File: src/rtl/dma_rd_pkg.sv
package dma_rd_pkg;
  typedef enum logic [2:0] {
    S_IDLE,
    S_REQ,
    S_ADDR,
    S_DATA,
    S_TERM,
    S_DONE
  } rd_state_t;

  localparam logic [3:0] CMD_MEM_RD_LINE = 4'b1110;
  localparam int unsigned BEAT_BYTES = 4;
endpackage

File: src/rtl/dma_rd_bytecnt.sv
module dma_rd_bytecnt #(
  parameter int CNT_W = 16
) (
  input  logic             clk,
  input  logic             rst_n,
  input  logic             load,
  input  logic [CNT_W-1:0] load_val,
  input  logic             beat,
  output logic [2:0]       beat_bytes,
  output logic             last_beat
);
  localparam logic [CNT_W-1:0] FULL = CNT_W'(dma_rd_pkg::BEAT_BYTES);

  logic [CNT_W-1:0] remain_q;

  // a full beat takes four bytes, the final one takes whatever is left
  always_comb begin
    if (remain_q >= FULL) beat_bytes = 3'd4;
    else                  beat_bytes = remain_q[2:0];
  end

  assign last_beat = (remain_q <= FULL);

  always_ff @(posedge clk or negedge rst_n) begin
    if (!rst_n)    remain_q <= '0;
    else if (load) remain_q <= load_val;
    else if (beat) remain_q <= remain_q - {{(CNT_W-3){1'b0}}, beat_bytes};
  end
endmodule

File: src/rtl/dma_rd_addrgen.sv
module dma_rd_addrgen #(
  parameter int ADDR_W = 32,
  parameter int LSZ_W  = 3
) (
  input  logic              clk,
  input  logic              rst_n,
  input  logic              load,
  input  logic [ADDR_W-1:0] load_addr,
  input  logic [LSZ_W-1:0]  load_l2,
  input  logic              beat,
  output logic [ADDR_W-1:0] addr,
  output logic              line_end
);
  localparam int WW = ADDR_W - 2;

  logic [WW-1:0]    word_q;
  logic [LSZ_W-1:0] l2_q;
  logic [WW-1:0]    mask;

  always_ff @(posedge clk or negedge rst_n) begin
    if (!rst_n) begin
      word_q <= '0;
      l2_q   <= '0;
    end else if (load) begin
      word_q <= load_addr[ADDR_W-1:2];
      l2_q   <= load_l2;
    end else if (beat) begin
      word_q <= word_q + WW'(1);
    end
  end

  assign mask     = ~({WW{1'b1}} << l2_q);
  assign line_end = ((word_q & mask) == mask);
  assign addr     = {word_q, 2'b00};
endmodule

File: src/rtl/dma_rd_fsm.sv
module dma_rd_fsm
  import dma_rd_pkg::*;
(
  input  logic      clk,
  input  logic      rst_n,
  input  logic      start,
  input  logic      start_zero,
  input  logic      gnt,
  input  logic      beat,
  input  logic      last_beat,
  input  logic      line_end,
  output rd_state_t state
);
  rd_state_t nxt;

  always_comb begin
    nxt = state;
    unique case (state)
      S_IDLE: if (start) nxt = start_zero ? S_DONE : S_REQ;
      S_REQ:  if (gnt)   nxt = S_ADDR;
      S_ADDR:            nxt = S_DATA;
      S_DATA: begin
        if (beat) begin
          if (last_beat)     nxt = S_TERM;
          else if (line_end) nxt = S_REQ;
        end
      end
      S_TERM:            nxt = S_DONE;
      S_DONE:            nxt = S_IDLE;
      default:           nxt = S_IDLE;
    endcase
  end

  always_ff @(posedge clk or negedge rst_n) begin
    if (!rst_n) state <= S_IDLE;
    else        state <= nxt;
  end
endmodule

File: src/rtl/dma_rd_prefetch.sv
module dma_rd_prefetch
  import dma_rd_pkg::*;
#(
  parameter int ADDR_W = 32,
  parameter int CNT_W  = 16,
  parameter int LSZ_W  = 3
) (
  input  logic              clk,
  input  logic              rst_n,
  input  logic              start,
  input  logic [ADDR_W-1:0] start_addr,
  input  logic [CNT_W-1:0]  start_count,
  input  logic [LSZ_W-1:0]  line_log2,
  input  logic              local_release,
  output logic              m_req,
  input  logic              m_gnt,
  output logic              m_addr_valid,
  output logic [ADDR_W-1:0] m_addr,
  output logic [3:0]        m_cmd,
  output logic              m_own,
  input  logic              m_rvalid,
  input  logic [31:0]       m_rdata,
  output logic              m_rready,
  output logic              f_valid,
  output logic [31:0]       f_data,
  output logic [2:0]        f_bytes,
  input  logic              f_ready,
  output logic              busy,
  output logic              done
);
  rd_state_t   state;
  logic        load, beat, in_data, last_beat, line_end;
  logic [2:0]  beat_bytes;

  assign in_data = (state == S_DATA);
  assign load    = start && (state == S_IDLE);
  assign beat    = m_rvalid && m_rready;

  dma_rd_fsm u_fsm (
    .clk        (clk),
    .rst_n      (rst_n),
    .start      (start),
    .start_zero (start_count == '0),
    .gnt        (m_gnt),
    .beat       (beat),
    .last_beat  (last_beat),
    .line_end   (line_end),
    .state      (state)
  );

  dma_rd_bytecnt #(.CNT_W(CNT_W)) u_cnt (
    .clk        (clk),
    .rst_n      (rst_n),
    .load       (load),
    .load_val   (start_count),
    .beat       (beat),
    .beat_bytes (beat_bytes),
    .last_beat  (last_beat)
  );

  dma_rd_addrgen #(.ADDR_W(ADDR_W), .LSZ_W(LSZ_W)) u_addr (
    .clk       (clk),
    .rst_n     (rst_n),
    .load      (load),
    .load_addr (start_addr),
    .load_l2   (line_log2),
    .beat      (beat),
    .addr      (m_addr),
    .line_end  (line_end)
  );

  assign m_req        = (state == S_REQ);
  assign m_addr_valid = (state == S_ADDR);
  assign m_cmd        = m_addr_valid ? CMD_MEM_RD_LINE : 4'b0000;
  assign m_own        = (state == S_ADDR) || in_data || (state == S_TERM);
  assign m_rready     = in_data && f_ready;
  assign f_valid      = in_data && m_rvalid;
  assign f_data       = m_rdata;
  assign f_bytes      = beat_bytes;
  assign busy         = (state != S_IDLE);
  assign done         = (state == S_DONE);
endmodule

File: config.mk
export PLATFORM = sky130hd
export DESIGN_NAME = dma_rd_prefetch
export DESIGN_NICKNAME = d
export VERILOG_FILES = /design/src/rtl/dma_rd_pkg.sv /design/src/rtl/dma_rd_bytecnt.sv /design/src/rtl/dma_rd_addrgen.sv /design/src/rtl/dma_rd_fsm.sv /design/src/rtl/dma_rd_prefetch.sv
export SDC_FILE = /design/constraint.sdc
export NUM_CORES = 1
export LEC_CHECK = 0
export BUFFER_PORTS_ARGS = -buffer_cell sky130_fd_sc_hd__buf_2
export CAP_MARGIN = 20
export CORE_ASPECT_RATIO = 2
export CORE_MARGIN = 1
export CORE_UTILIZATION = 43
export DETAILED_ROUTE_END_ITERATION = 8
export PLACE_DENSITY = 0.78
export SKIP_CTS_REPAIR_TIMING = 1
export SKIP_LAST_GASP = 1
export SLEW_MARGIN = 20
export SYNTH_ARGS = -nofsm -noshare
export SYNTH_HDL_FRONTEND = slang
export SYNTH_SLANG_ARGS = --single-unit
File: constraint.sdc
create_clock -name clk -period 2.2 [get_ports clk]
set_input_delay 0.11 -clock clk [delete_from_list [all_inputs] [get_ports clk]]
set_output_delay 0.11 -clock clk [all_outputs]
set_load 0.005 [all_outputs]
**Yosys cells after proc, flatten, opt, wreduce, memory -nomap -nowiden**

Cells that the tools add are included.

- Shifts and indexed selects: 1
- $lt $le $gt $ge: 2
- Multiplexer cells: 13
- Eq/ne operators: 10
- $add $sub $neg: 2
- Bitwise operators: 2
- Reduce and logical (&&, ||, !) cells: 11

Operator list:

| cell | number |
|---|---|
| 30-bit two-way mux | 2 |
| 16-bit two-way mux | 2 |
| 30-bit by 1-bit adder with 30-bit output (second input constant) | 1 |
| 30-bit AND | 1 |
| 30-bit == test | 1 |
| 30-bit NOT | 1 |
| 30-bit by 3-bit << shifter with 30-bit output (first input constant) | 1 |
| 3-bit two-way mux | 7 |
| 16-bit by 3-bit greater-or-equal comparator with 1-bit output (second input constant) | 1 |
| 16-bit by 3-bit <= comparator with 1-bit output (second input constant) | 1 |
| 16-bit zero test | 1 |
| 16-bit by 3-bit subtractor with 16-bit output | 1 |
| 3-bit case mux with 5 select lines | 1 |
| 3-bit by 2-bit == test with 1-bit output (second input constant) | 2 |
| 3-bit == test (second input constant) | 2 |
| 1-bit logical AND | 4 |
| 4-bit two-way mux | 1 |
| 2-bit != test (second input constant) | 2 |
| 4-bit AND reduction | 1 |
| 3-bit by 1-bit == test with 1-bit output (second input constant) | 1 |
| 3-bit zero test | 1 |
| 3-bit by 1-bit != test with 1-bit output (second input constant) | 1 |
| 3-bit nonzero test | 1 |
| 1-bit logical OR | 2 |
| other kinds (2) | 2 |

- Logic and storage cells: 45
- Bits of input ports: 90
- Output and inout port bits: 78
- Register bits after elaboration: 52

**Longest topological paths before layout**

Gate-level depths: netlist of the first run.

- Depth after elaboration: 8
- Gate-level depth with buffers: 13
- Mapped depth without buffers: 11

**Hierarchy**

From an unflattened synthesis of the first run, not the netlist that was laid out.

- Cell total of the unflattened synthesis: 418
- Area, all modules: 3638.5 µm²

Modules (own cells, without submodules):

| module | cells an instance | instances | area an instance (µm²) | seq. area each (µm²) |
|---|---|---|---|---|
| dma_rd_addrgen | 223 | 1 | 2021.9 | 825.8 |
| dma_rd_bytecnt | 125 | 1 | 1053.5 | 400.4 |
| dma_rd_prefetch | 54 | 1 | 399.1 | 0.0 |
| dma_rd_fsm | 16 | 1 | 163.9 | 75.1 |

**Worst setup path after synthesis of the first run**

Ideal clock, no wire load.

- Kind: reg2reg
- Start: reg u_cnt.remain_q[13]
- End: reg u_cnt.remain_q[1]
- Stages on the path, launching flop included: 9
- Setup slack: -0.064 ns
- Path buffers: 0
- Required time: 2.074 ns
- Period minus slack after synthesis: 2.264 ns
- Arrival time: 2.138 ns
- Setup time: 0.126 ns
- Cells stage by stage: dfrtp_1 or4_1 nor4_1 nor2b_1 inv_1 nand2_1 ha_1 nor2_1 a221o_1

- Word-level cells in the longest chain between the ends: 5

Ends and longest elaborated chain:

| what | RTL line | text |
|---|---|---|
| start: declaration | dma_rd_bytecnt.sv:14 | `logic [CNT_W-1:0] remain_q;` |
| start signal: assignment | dma_rd_bytecnt.sv:26 | `else if (load) remain_q <= load_val;` |
| start signal: assignment | dma_rd_bytecnt.sv:27 | `else if (beat) remain_q <= remain_q - {{(CNT_W-3){1'b0}}, beat_bytes};` |
| 16-bit by 3-bit greater-or-equal comparator with 1-bit output | dma_rd_bytecnt.sv:18 | `if (remain_q >= FULL) beat_bytes = 3'd4;` |
| 3-bit two-way mux | dma_rd_bytecnt.sv:18 |  |
| 16-bit by 3-bit subtractor with 16-bit output | dma_rd_bytecnt.sv:27 |  |
| 16-bit two-way mux | dma_rd_bytecnt.sv:27 |  |
| 16-bit two-way mux | dma_rd_bytecnt.sv:26 |  |

No other way between the ends. The select of a mux whose other input is x is not followed.
A chain may end at the register's enable or synchronous reset.

**Worst setup path in the final report of the first run**

- Start: reg u_cnt.remain_q[3]
- End: reg u_cnt.remain_q[13]

- Word-level cells in the longest chain between the ends: 5

Ends and longest elaborated chain:

| what | RTL line |
|---|---|
| 16-bit by 3-bit greater-or-equal comparator with 1-bit output | dma_rd_bytecnt.sv:18 |
| 3-bit two-way mux | dma_rd_bytecnt.sv:18 |
| 16-bit by 3-bit subtractor with 16-bit output * | dma_rd_bytecnt.sv:27 |
| 16-bit two-way mux * | dma_rd_bytecnt.sv:27 |
| 16-bit two-way mux * | dma_rd_bytecnt.sv:26 |

Every way passes the cells marked *; elsewhere a longest branch is shown, timed or not. The select of a mux whose other input is x is not followed.

==> flow_metrics.py, run 1 <==
metrics = {
    "status": {
        "outcome": "finished, violations left",
        "violations": "setup timing",
    },
    "synthesis": {
        "synth-main-ff-cell": "dfrtp_1",
        "yosys_warnings": 0,
        "yosysTopAreaCell": "dfrtp_1",
        "synth_edf_count": 0,
        "synth.area.top_cells": "dfrtp_1 37%, buf_4 8.1%, nand2_1 5.8%, o21ai_0 4.4%, a221o_1 4.0%",
        "ys_ff_latch": 52,
        "syn_area_per_cell_um2": 8.425,
        "seq_area_frac_synth_pct": 37.04,
        "ys_types": 54,
        "synthArstFlopShare_pct": 100.0,
        "netlist_instances": 417,
        "synth_area_mm2": 0.003513,
        "yosysTopAreaCellShare_pct": 37.04,
    },
    "pwr": {
        "p_comb_share_pct": 46.3,
        "swShare_pct": 39.98,
        "intPower_mw": 2.875,
        "clockPowerShare_pct": 17.5,
        "power.density_mw_per_mm2": 1126,
        "switchingPower_mw": 1.915,
        "vdd_drop_max_uv": 549.7,
        "power.leakage_nw": 1.945,
        "pwr-share-seq_pct": 36.2,
    },
    "timing": {
        "maxSlewHeadroom_pct": 59.71,
        "min_period_over_period_pct": 101.1,
        "fmax_mhz": 449.7,
        "maxSlewViolCount": 0,
        "finalClockSkew_ns": 0.007272,
        "whs_ns": 0.01065,
        "fin_tns_setup_ns": -0.02394,
        "hold_viol": 0,
        "worst_slack_ns": -0.02394,
        "period_minus_slack_ns": 2.224,
        "rsz0062_at_grt": "yes",
        "worstMarginPinSlew_ns": 0.6043,
        "setup_viol": 1,
    },
    "clock_tree": {
        "clk_pin_slew_ns": 0.07,
        "numCtsBuffers": 5,
        "clock_sinks": 52,
        "cts_tree": "yes",
        "cts_root_buf": "clkbuf_16",
        "clk_path_buf_depth": 2,
        "clk_latency_ns": 0.30,
        "htreeDepth": 2,
    },
    "finish": {
        "syn_to_final_growth_pct": 21.12,
        "postLayoutCellArea_mm2": 0.004255,
        "fill_cells": 775,
        "final_util_pct": 53.58,
        "drive_gt1_share_pct": 31.54,
        "fin_cells": 597,
        "antennaDiodeCount": 0,
        "nets": 592,
    },
    "floorplanning": {
        "io_pins": 168,
        "fp.dieH_um": 129.8,
        "design.die.area_mm2": 0.008558,
        "coreArea_mm2": 0.007943,
        "start_util_pct": 44.23,
        "row_count": 46,
        "die_w_um": 65.92,
    },
    "run": {
        "cap_viol_max_count": 0,
    },
    "setup_path": {
        "critPathLaunchType": "flop",
        "critical_path_required_ns": 2.38,
        "cp_data_arrival_time_ns": 2.41,
        "cp_max_fo": 6,
        "critPathKind": "reg -> reg",
        "cp-end-kind": "flop",
    },
    "route": {
        "drt-vias-per-instance": 6.039,
        "post-route-drc-count": 0,
        "route.antenna.remaining_nets": 0,
        "vias": 3605,
        "dr.first_iter.drc_count": 203,
        "avgRoutedWirePerCell_um": 17.75,
        "firstDrtPassIters": 5,
        "routed_wl_um": 10600,
    },
    "placement": {
        "gp_congestion": 0.8887,
        "place_area_mm2": 0.004043,
        "place_inst": 586,
        "io_buffers": 97,
        "hpwl_um": 7867,
    },
    "global_route": {
        "antenna_found_initial": 0,
        "grt_max_degree": 59,
        "grt_pass1_wl_um": 16790,
        "gr-usage-all-layers_pct": 25.46,
        "grt-ovfl-total": 0,
        "grt_pass1_vias": 3728,
    },
    "hold_path": {
        "hp-class": "in -> reg",
    },
}
==> cell usage in the layout (no fill, tap or decap), types with 3 or more instances in the layout <==
master / Yosys / routed
or3_1: 5 / 5
nand4_1: 11 / 11
or4_1: 8 / 4
and2_1: 8 / 8
nor3_1: 15 / 15
a21oi_1: 9 / 8
nand2_1: 54 / 54
mux2i_1: 4 / 4
buf_4: 38 / 37
buf_2: 3 / 97
xor2_1: 8 / 8
or4_4: 0 / 4
nand3_1: 20 / 20
nor4_1: 11 / 10
inv_1: 7 / 7
o21ai_0: 31 / 31
clkbuf_16: 0 / 5
a31oi_1: 3 / 3
o311ai_0: 10 / 10
nor3b_1: 3 / 3
o211ai_1: 6 / 6
a22oi_1: 7 / 7
a21o_1: 5 / 5
conb_1: 1 / 4
nor2_1: 23 / 23
dfrtp_1: 52 / 52
a221o_1: 14 / 14
==> critical path: stages, from the launching register on <==
cell and delay, ns:
dfrtp_1 0.39, or4_4 0.59, a2111o_1 0.38, or4_4 0.42, a221o_1 0.32
==> state kept, by name, summed over array words and instances (netlist names) <==
name and count:
u_addr.l2_q 3, u_addr.word_q 30, u_cnt.remain_q 16, u_fsm.state 3
==> kinds of logic (layout without fill, tap and decap cells) <==
kind of cell    count (synthesis)  after routing  synth area share, %
flops                          52             52                37.04
buf+inv                        70            151                11.65
other cells                     1              4               0.1067
mux                             4              4                1.140
xor+xnor                       10             10                2.493
fa+ha+maj                       2              2               0.7121
compound gates                103            103                21.05
simple gates                  175            175                25.82
==> synth_stat cells, types with 3 or more instances <==
cell and instances:
a21o_1 5, a21oi_1 9, a221o_1 14, a22oi_1 7
a31oi_1 3, and2_1 8, buf_2 3, buf_4 38
clkbuf_1 21, dfrtp_1 52, inv_1 7, mux2i_1 4
nand2_1 54, nand3_1 20, nand4_1 11, nor2_1 23
nor3_1 15, nor3b_1 3, nor4_1 11, o211ai_1 6
o21ai_0 31, o311ai_0 10, or3_1 5, or4_1 8
xor2_1 8
==> area by class of cell <==
class | instances | area (um^2) | area share (%)
Clock inverter | 2 | 13.76 | 0.3234
Inverter | 7 | 26.28 | 0.6175
Clock buffer | 6 | 138.9 | 3.264
Tap cell | 96 | 120.1 | 2.823
Timing Repair Buffer | 136 | 793.3 | 18.64
Sequential cell | 52 | 1301 | 30.58
Multi-Input combinational cell | 298 | 1862 | 43.75
==> worst paths after layout <==
check / start / endpoint / slack, ns / cells after the start
worst max-delay path: u_cnt.remain_q[3]$_DFFE_PN0P_ / u_cnt.remain_q[13]$_DFFE_PN0P_ / -0.02 / 4
worst min-delay path: start_addr[30] / u_addr.word_q[28]$_DFFE_PN0P_ / 0.01 / 3
worst max register to register: u_cnt.remain_q[3]$_DFFE_PN0P_ / u_cnt.remain_q[13]$_DFFE_PN0P_ / -0.02 / 4
worst min register to register: u_addr.l2_q[2]$_DFFE_PN0P_ / u_addr.l2_q[2]$_DFFE_PN0P_ / 0.51 / 2
max in group asynchronous: rst_n / u_addr.word_q[14]$_DFFE_PN0P_ / 1.30 / 3
min in group asynchronous: rst_n / u_addr.word_q[12]$_DFFE_PN0P_ / 0.33 / 2
==> stage by stage <==
stage / worst slack (ns) / total power [mW]
floorplan: -0.01365 / 2.917
global placement: -0.07085 / 3.716
detailed placement: -0.1187 / 3.821
CTS: -0.1274 / 4.665
global route: -0.05961 / 5.102
finish: -0.02394 / 4.790
==> power by group through the flow <==
stage	clock [mW]	combinational (mW)	sequential, mW
3_3_place_gp	0	2.02	1.69
4_1_cts	0.838	2.12	1.70
5_1_grt	0.878	2.44	1.78
2_1_floorplan	0	1.22	1.70
3_5_place_dp	0	2.10	1.72
6_report	0.838	2.22	1.73
==> layer usage <==
layer  part of all wire [%]  up-vias  track usage (%)
met5                      0        -                0
met4                    5.9        0            20.33
met3                    5.3       51            4.021
met2                     55      135            47.30
met1                     33     1742            23.37
li1                       -     1677                -
Note: power is estimated with default switching activity, not from simulation.
==> run 2, diff against run 1 <==
--- a/config.mk
+++ b/config.mk
@@ -11,7 +11,7 @@
 export CORE_MARGIN = 1
 export CORE_UTILIZATION = 43
 export DETAILED_ROUTE_END_ITERATION = 8
-export PLACE_DENSITY = 0.78
+export PLACE_DENSITY = 0.75
 export SKIP_CTS_REPAIR_TIMING = 1
 export SKIP_LAST_GASP = 1
 export SLEW_MARGIN = 20
==> constraint.sdc (replaced) <==
create_clock -name clk -period 2.3 [get_ports clk]
set_input_delay 0.115 -clock clk [delete_from_list [all_inputs] [get_ports clk]]
set_output_delay 0.115 -clock clk [all_outputs]
set_load 0.005 [all_outputs]
==> run 2 against run 1 <==
The run now ends clean. Sequential power down 5%. Hold slack improved by 0.0043 ns. First-iteration DRC count rose by 43%. Critical endpoint unchanged. Power shrank 6.2%. Worst setup slack improved by 0.062 ns. Clock power is 7.2% lower. Critical path depth stayed put. Fmax down 1.7%.
==> flow_metrics.py, run 2 (same netlist as run 1, synthesis figures left out) <==
metrics = {
    "route": {
        "met3_wirelength_um": 596,
        "route.antenna.remaining_nets": 0,
        "wl_met1_um": 3602,
        "vias": 3619,
        "wl_met2_um": 5706,
        "post-route-drc-count": 0,
        "drt-vias-per-instance": 6.124,
        "routed_wl_um": 10540,
        "firstDrtPassIters": 5,
        "dr.first_iter.drc_count": 291,
        "avgRoutedWirePerCell_um": 17.83,
        "top_layer": "met4",
    },
    "finish": {
        "largest_reg_flops": 30,
        "top_register": "u_addr.word_q",
        "reg_top3": "u_addr.word_q: 30 flops, u_cnt.remain_q: 16 flops",
        "mostFrequentLayoutCell": "buf_2",
        "final_util_pct": 52.93,
        "syn_to_final_growth_pct": 19.66,
        "nets": 586,
        "fill_cells": 763,
        "antennaDiodeCount": 0,
        "drive_gt1_share_pct": 30.71,
        "layout_common_cells": "97 x buf_2, 54 x nand2_1, 52 x dfrtp_1",
    },
    "timing": {
        "min_period_over_period_pct": 98.34,
        "worst_slack_ns": 0.03816,
        "rsz0062_at_grt": "yes",
        "period_minus_slack_ns": 2.262,
        "setup_viol": 0,
        "maxSlewHeadroom_pct": 53.54,
        "whs_ns": 0.01497,
        "finalClockSkew_ns": 0.005496,
        "maxSlewViolCount": 0,
        "hold_viol": 0,
        "worstMarginPinSlew_ns": 0.6969,
        "fmax_mhz": 442.1,
    },
    "clock_tree": {
        "clk_path_buf_depth": 2,
        "clk_latency_ns": 0.30,
        "cts_tree": "yes",
        "clk_pin_slew_ns": 0.07,
        "clock_sinks": 52,
        "numCtsBuffers": 5,
        "htreeDepth": 2,
        "cts_root_buf": "clkbuf_16",
    },
    "hold_path": {
        "hold_end": "u_addr.word_q[27]$_DFFE_PN0P_",
        "worstHoldPathCells": 3,
        "min_from": "start_addr[29]",
        "hp-class": "in -> reg",
    },
    "setup_path": {
        "max_stage_delay_ns": 0.59,
        "regToRegEndpoint": "u_cnt.remain_q[13]$_DFFE_PN0P_",
        "cp_max_fo": 6,
        "path_cells": "or4_4, a2111o_1, or4_1, a221o_1",
        "r2r_start": "u_cnt.remain_q[7]$_DFFE_PN0P_",
        "cp_data_arrival_time_ns": 2.44,
        "cp-end-kind": "flop",
        "critPathLaunchType": "flop",
        "r2r_cells": 4,
        "critical_path_required_ns": 2.48,
        "reg2reg_slack_ns": 0.04,
        "critPathKind": "reg -> reg",
        "crit_slowest_cell": "or4_4",
    },
    "global_route": {
        "grt_pass1_wl_um": 16440,
        "antenna_found_initial": 0,
        "gr-usage-all-layers_pct": 25.29,
        "grt-ovfl-total": 0,
        "grt_pass1_vias": 3469,
        "grt_max_degree": 59,
    },
    "pwr": {
        "power.leakage_nw": 1.910,
        "swShare_pct": 40.03,
        "p_comb_share_pct": 45.9,
        "pwr-share-seq_pct": 36.8,
        "vdd_drop_max_uv": 461.9,
        "power.density_mw_per_mm2": 1069,
        "clockPowerShare_pct": 17.3,
        "switchingPower_mw": 1.799,
        "total_power_mw": 4.494,
        "intPower_mw": 2.695,
    },
    "placement": {
        "io_buffers": 97,
        "hpwl_um": 7748,
        "gp_congestion": 0.8138,
        "post-place-ws_ns": -0.02168,
    },
    "floorplanning": {
        "row_count": 46,
        "fp.dieH_um": 129.8,
        "die_w_um": 65.92,
        "start_util_pct": 44.23,
        "io_pins": 168,
        "coreArea_mm2": 0.007943,
        "design.die.area_mm2": 0.008558,
    },
    "status": {
        "outcome": "completed",
    },
    "run": {
        "cap_viol_max_count": 0,
    },
}
[run 2: power groups by stage]
stage	combinational [mW]	clock (mW)	sequential, mW
2_1_floorplan	1.16	0	1.62
3_3_place_gp	1.87	0	1.63
3_5_place_dp	1.94	0	1.65
4_1_cts	1.96	0.788	1.63
5_1_grt	2.27	0.834	1.71
6_report	2.06	0.778	1.65
[run 2: how the worst max path moves through the flow]
stage | slack, ns | to | start
after floorplan | 0.04 | u_cnt.remain_q[1]$_DFFE_PN0P_ | u_cnt.remain_q[13]$_DFFE_PN0P_
after global placement | 0.06 | u_cnt.remain_q[13]$_DFFE_PN0P_ | u_cnt.remain_q[10]$_DFFE_PN0P_
after detailed placement | -0.02 | u_addr.word_q[15]$_DFFE_PN0P_ | u_fsm.state[1]$_DFFE_PN0P_
after CTS | -0.06 | f_bytes[0] | u_cnt.remain_q[13]$_DFFE_PN0P_
after global routing | -0.03 | f_bytes[0] | u_cnt.remain_q[13]$_DFFE_PN0P_
final | 0.04 | u_cnt.remain_q[13]$_DFFE_PN0P_ | u_cnt.remain_q[7]$_DFFE_PN0P_
[run 2: metal layers]
layer	GRT usage, %	vias to the layer above
li1	-	1672
met1	24.84	1734
met2	46.70	150
met3	4.021	63
met4	17.01	0
met5	0	-
[run 2: layout make-up]
| cell class | instances | area, um^2 | area share, % |
|---|---|---|---|
| well taps | 96 | 120.1 | 2.857 |
| clock buffers | 6 | 138.9 | 3.304 |
| repair buffers | 130 | 748.2 | 17.80 |
| clock inverters | 2 | 10.01 | 0.2381 |
| flip-flops and latches | 52 | 1301 | 30.95 |
| multi-input cells | 298 | 1859 | 44.23 |
| inverters | 7 | 26.28 | 0.6250 |
[run 2: stage by stage]
step           area [um^2]  std cells   TNS, ns
2_1_floorplan         3525        420         0
3_3_place_gp          3999        581         0
4_1_cts               4148        589   -0.2007
3_5_place_dp          3999        581  -0.04321
5_1_grt               4204        591  -0.04448
6_report              4204        591         0
[run 2: critical path: cells and delay by family, from the launching register on]
| family | cells | cell delay (ns) |
|---|---|---|
| and+or+nand+nor | 2 | 1.02 |
| DFF | 1 | 0.38 |
| AOI/OAI and AO/OA | 2 | 0.74 |
==> run 3, diff against run 2 <==
--- a/config.mk
+++ b/config.mk
@@ -12,6 +12,7 @@
 export CORE_UTILIZATION = 43
 export DETAILED_ROUTE_END_ITERATION = 8
 export PLACE_DENSITY = 0.75
+export SETUP_SLACK_MARGIN = 0.05
 export SKIP_CTS_REPAIR_TIMING = 1
 export SKIP_LAST_GASP = 1
 export SLEW_MARGIN = 20
==> run 3 against run 2 <==
First-iteration DRC count decreased by 15%. Critical path type unchanged. Utilization increased by 0.14 points. Clock power decreased by 1%. Combinational power about the same. Highest routed layer unchanged. Largest power group unchanged. Critical path depth unchanged. Routed wire length about the same. Final area increased by 0.27%. Global-route usage decreased by 0.062 points. Hold slack improved by 0.0091 ns. Die area unchanged. Sequential share of layout area decreased by 0.083 points. Fmax decreased by 0.51%.
==> flow_metrics.py, run 3 (same netlist as run 1, synthesis figures left out) <==
metrics = {
    "status": {
        "outcome": "completed",
    },
    "floorplanning": {
        "row_count": 46,
        "coreArea_mm2": 0.007943,
        "die_w_um": 65.92,
        "io_pins": 168,
        "fp.dieH_um": 129.8,
        "start_util_pct": 44.23,
        "design.die.area_mm2": 0.008558,
    },
    "timing": {
        "worst_slack_ns": 0.02654,
        "worstMarginPinSlew_ns": 0.7825,
        "setup_viol": 0,
        "rsz0062_at_grt": "yes",
        "finalClockSkew_ns": 0.005597,
        "maxSlewViolCount": 0,
        "maxSlewHeadroom_pct": 47.83,
        "fmax_mhz": 439.9,
        "min_period_over_period_pct": 98.85,
        "period_minus_slack_ns": 2.273,
        "hold_viol": 0,
        "whs_ns": 0.02408,
    },
    "clock_tree": {
        "clk_latency_ns": 0.29,
        "numCtsBuffers": 5,
        "cts_root_buf": "clkbuf_16",
        "cts_tree": "yes",
        "clk_pin_slew_ns": 0.07,
        "clock_sinks": 52,
        "clk_path_buf_depth": 2,
        "htreeDepth": 2,
    },
    "pwr": {
        "intPower_mw": 2.712,
        "swShare_pct": 39.57,
        "vdd_drop_max_uv": 587.4,
        "total_power_mw": 4.488,
        "power.density_mw_per_mm2": 1065,
        "pwr-share-seq_pct": 37.2,
        "switchingPower_mw": 1.776,
        "clockPowerShare_pct": 17.1,
        "power.leakage_nw": 1.902,
        "p_comb_share_pct": 45.7,
    },
    "finish": {
        "syn_to_final_growth_pct": 19.98,
        "fill_cells": 755,
        "drive_gt1_share_pct": 30.02,
        "top_register": "u_addr.word_q",
        "postLayoutCellArea_mm2": 0.004215,
        "reg_top3": "u_addr.word_q: 30 flops, u_cnt.remain_q: 16 flops",
        "mostFrequentLayoutCell": "buf_2",
        "largest_reg_flops": 30,
        "nets": 584,
        "antennaDiodeCount": 0,
        "layout_common_cells": "96 x buf_2, 54 x nand2_1, 52 x dfrtp_1",
    },
    "global_route": {
        "gr-usage-all-layers_pct": 25.22,
        "grt_pass1_vias": 3502,
        "grt_max_degree": 59,
        "grt-ovfl-total": 0,
        "grt_pass1_wl_um": 16530,
        "antenna_found_initial": 0,
    },
    "placement": {
        "post-place-ws_ns": -0.02089,
        "place_area_mm2": 0.004003,
        "hpwl_um": 7727,
        "gp_congestion": 0.8398,
        "io_buffers": 97,
    },
    "route": {
        "firstDrtPassIters": 5,
        "dr.first_iter.drc_count": 248,
        "route.antenna.remaining_nets": 0,
        "vias": 3535,
        "routed_wl_um": 10540,
        "post-route-drc-count": 0,
        "avgRoutedWirePerCell_um": 17.89,
        "drt-vias-per-instance": 6.002,
    },
    "hold_path": {
        "hp-class": "in -> reg",
    },
    "setup_path": {
        "critPathKind": "reg -> reg",
        "cp_data_arrival_time_ns": 2.45,
        "cp-end-kind": "flop",
        "cp_max_fo": 4,
        "critical_path_required_ns": 2.48,
        "critPathLaunchType": "flop",
    },
    "run": {
        "cap_viol_max_count": 0,
    },
}
-- run 3: cell types whose count changed in the layout (fill, tap and decap cells not counted), moves of 2 or more --
cell	delta
buf_4	-5
clkinv_2	-2
clkbuf_1	+2
buf_6	+3
-- run 3: path summary, 6_finish.rpt --
path	from	to	slack, ns	cells after the start
max reg2reg	u_cnt.remain_q[10]$_DFFE_PN0P_	u_cnt.remain_q[13]$_DFFE_PN0P_	0.03	4
max in group asynchronous	rst_n	u_addr.word_q[10]$_DFFE_PN0P_	1.71	3
min reg2reg	u_addr.l2_q[2]$_DFFE_PN0P_	u_addr.l2_q[2]$_DFFE_PN0P_	0.52	2
min in group asynchronous	rst_n	u_addr.word_q[26]$_DFFE_PN0P_	0.34	3
max	u_cnt.remain_q[10]$_DFFE_PN0P_	u_cnt.remain_q[13]$_DFFE_PN0P_	0.03	4
min	start_addr[30]	u_addr.word_q[28]$_DFFE_PN0P_	0.02	3
-- run 3: layout make-up --
class | count | area [um^2] | area share, %
tap | 96 | 120.1 | 2.850
sequential | 52 | 1301 | 30.87
inverter | 7 | 26.28 | 0.6233
timing repair buffer | 128 | 759.5 | 18.02
multi-input combinational | 298 | 1862 | 44.17
clock buffer | 8 | 146.4 | 3.473
-- run 3: per-stage QoR --
step,setup TNS [ns],util (%),std cells
4_1_cts,-0.1001,52.24,587
5_1_grt,-0.008293,53.07,589
3_3_place_gp,0,50.39,579
3_5_place_dp,-0.02089,50.39,579
6_report,0,53.07,589
2_1_floorplan,0,-,420
-- run 3: layer usage --
metal,part of all wire [%],global-route usage (%)
met5,0,0
met4,5.2,17.01
met3,5.0,3.759
met2,55,46.70
met1,35,24.81
-- run 3: power groups by stage --
stage	logic [mW]	registers [mW]	clock network, mW
2_1_floorplan	1.17	1.62	0
3_3_place_gp	1.87	1.64	0
3_5_place_dp	1.94	1.66	0
4_1_cts	1.95	1.65	0.777
5_1_grt	2.27	1.72	0.813
6_report	2.05	1.67	0.768
-- run 3: worst max-delay path, cell delays in order (launching register included) --
cell	delay, ns
dfrtp_1	0.42
or4_4	0.57
a2111o_1	0.43
or4_4	0.44
a221o_1	0.31
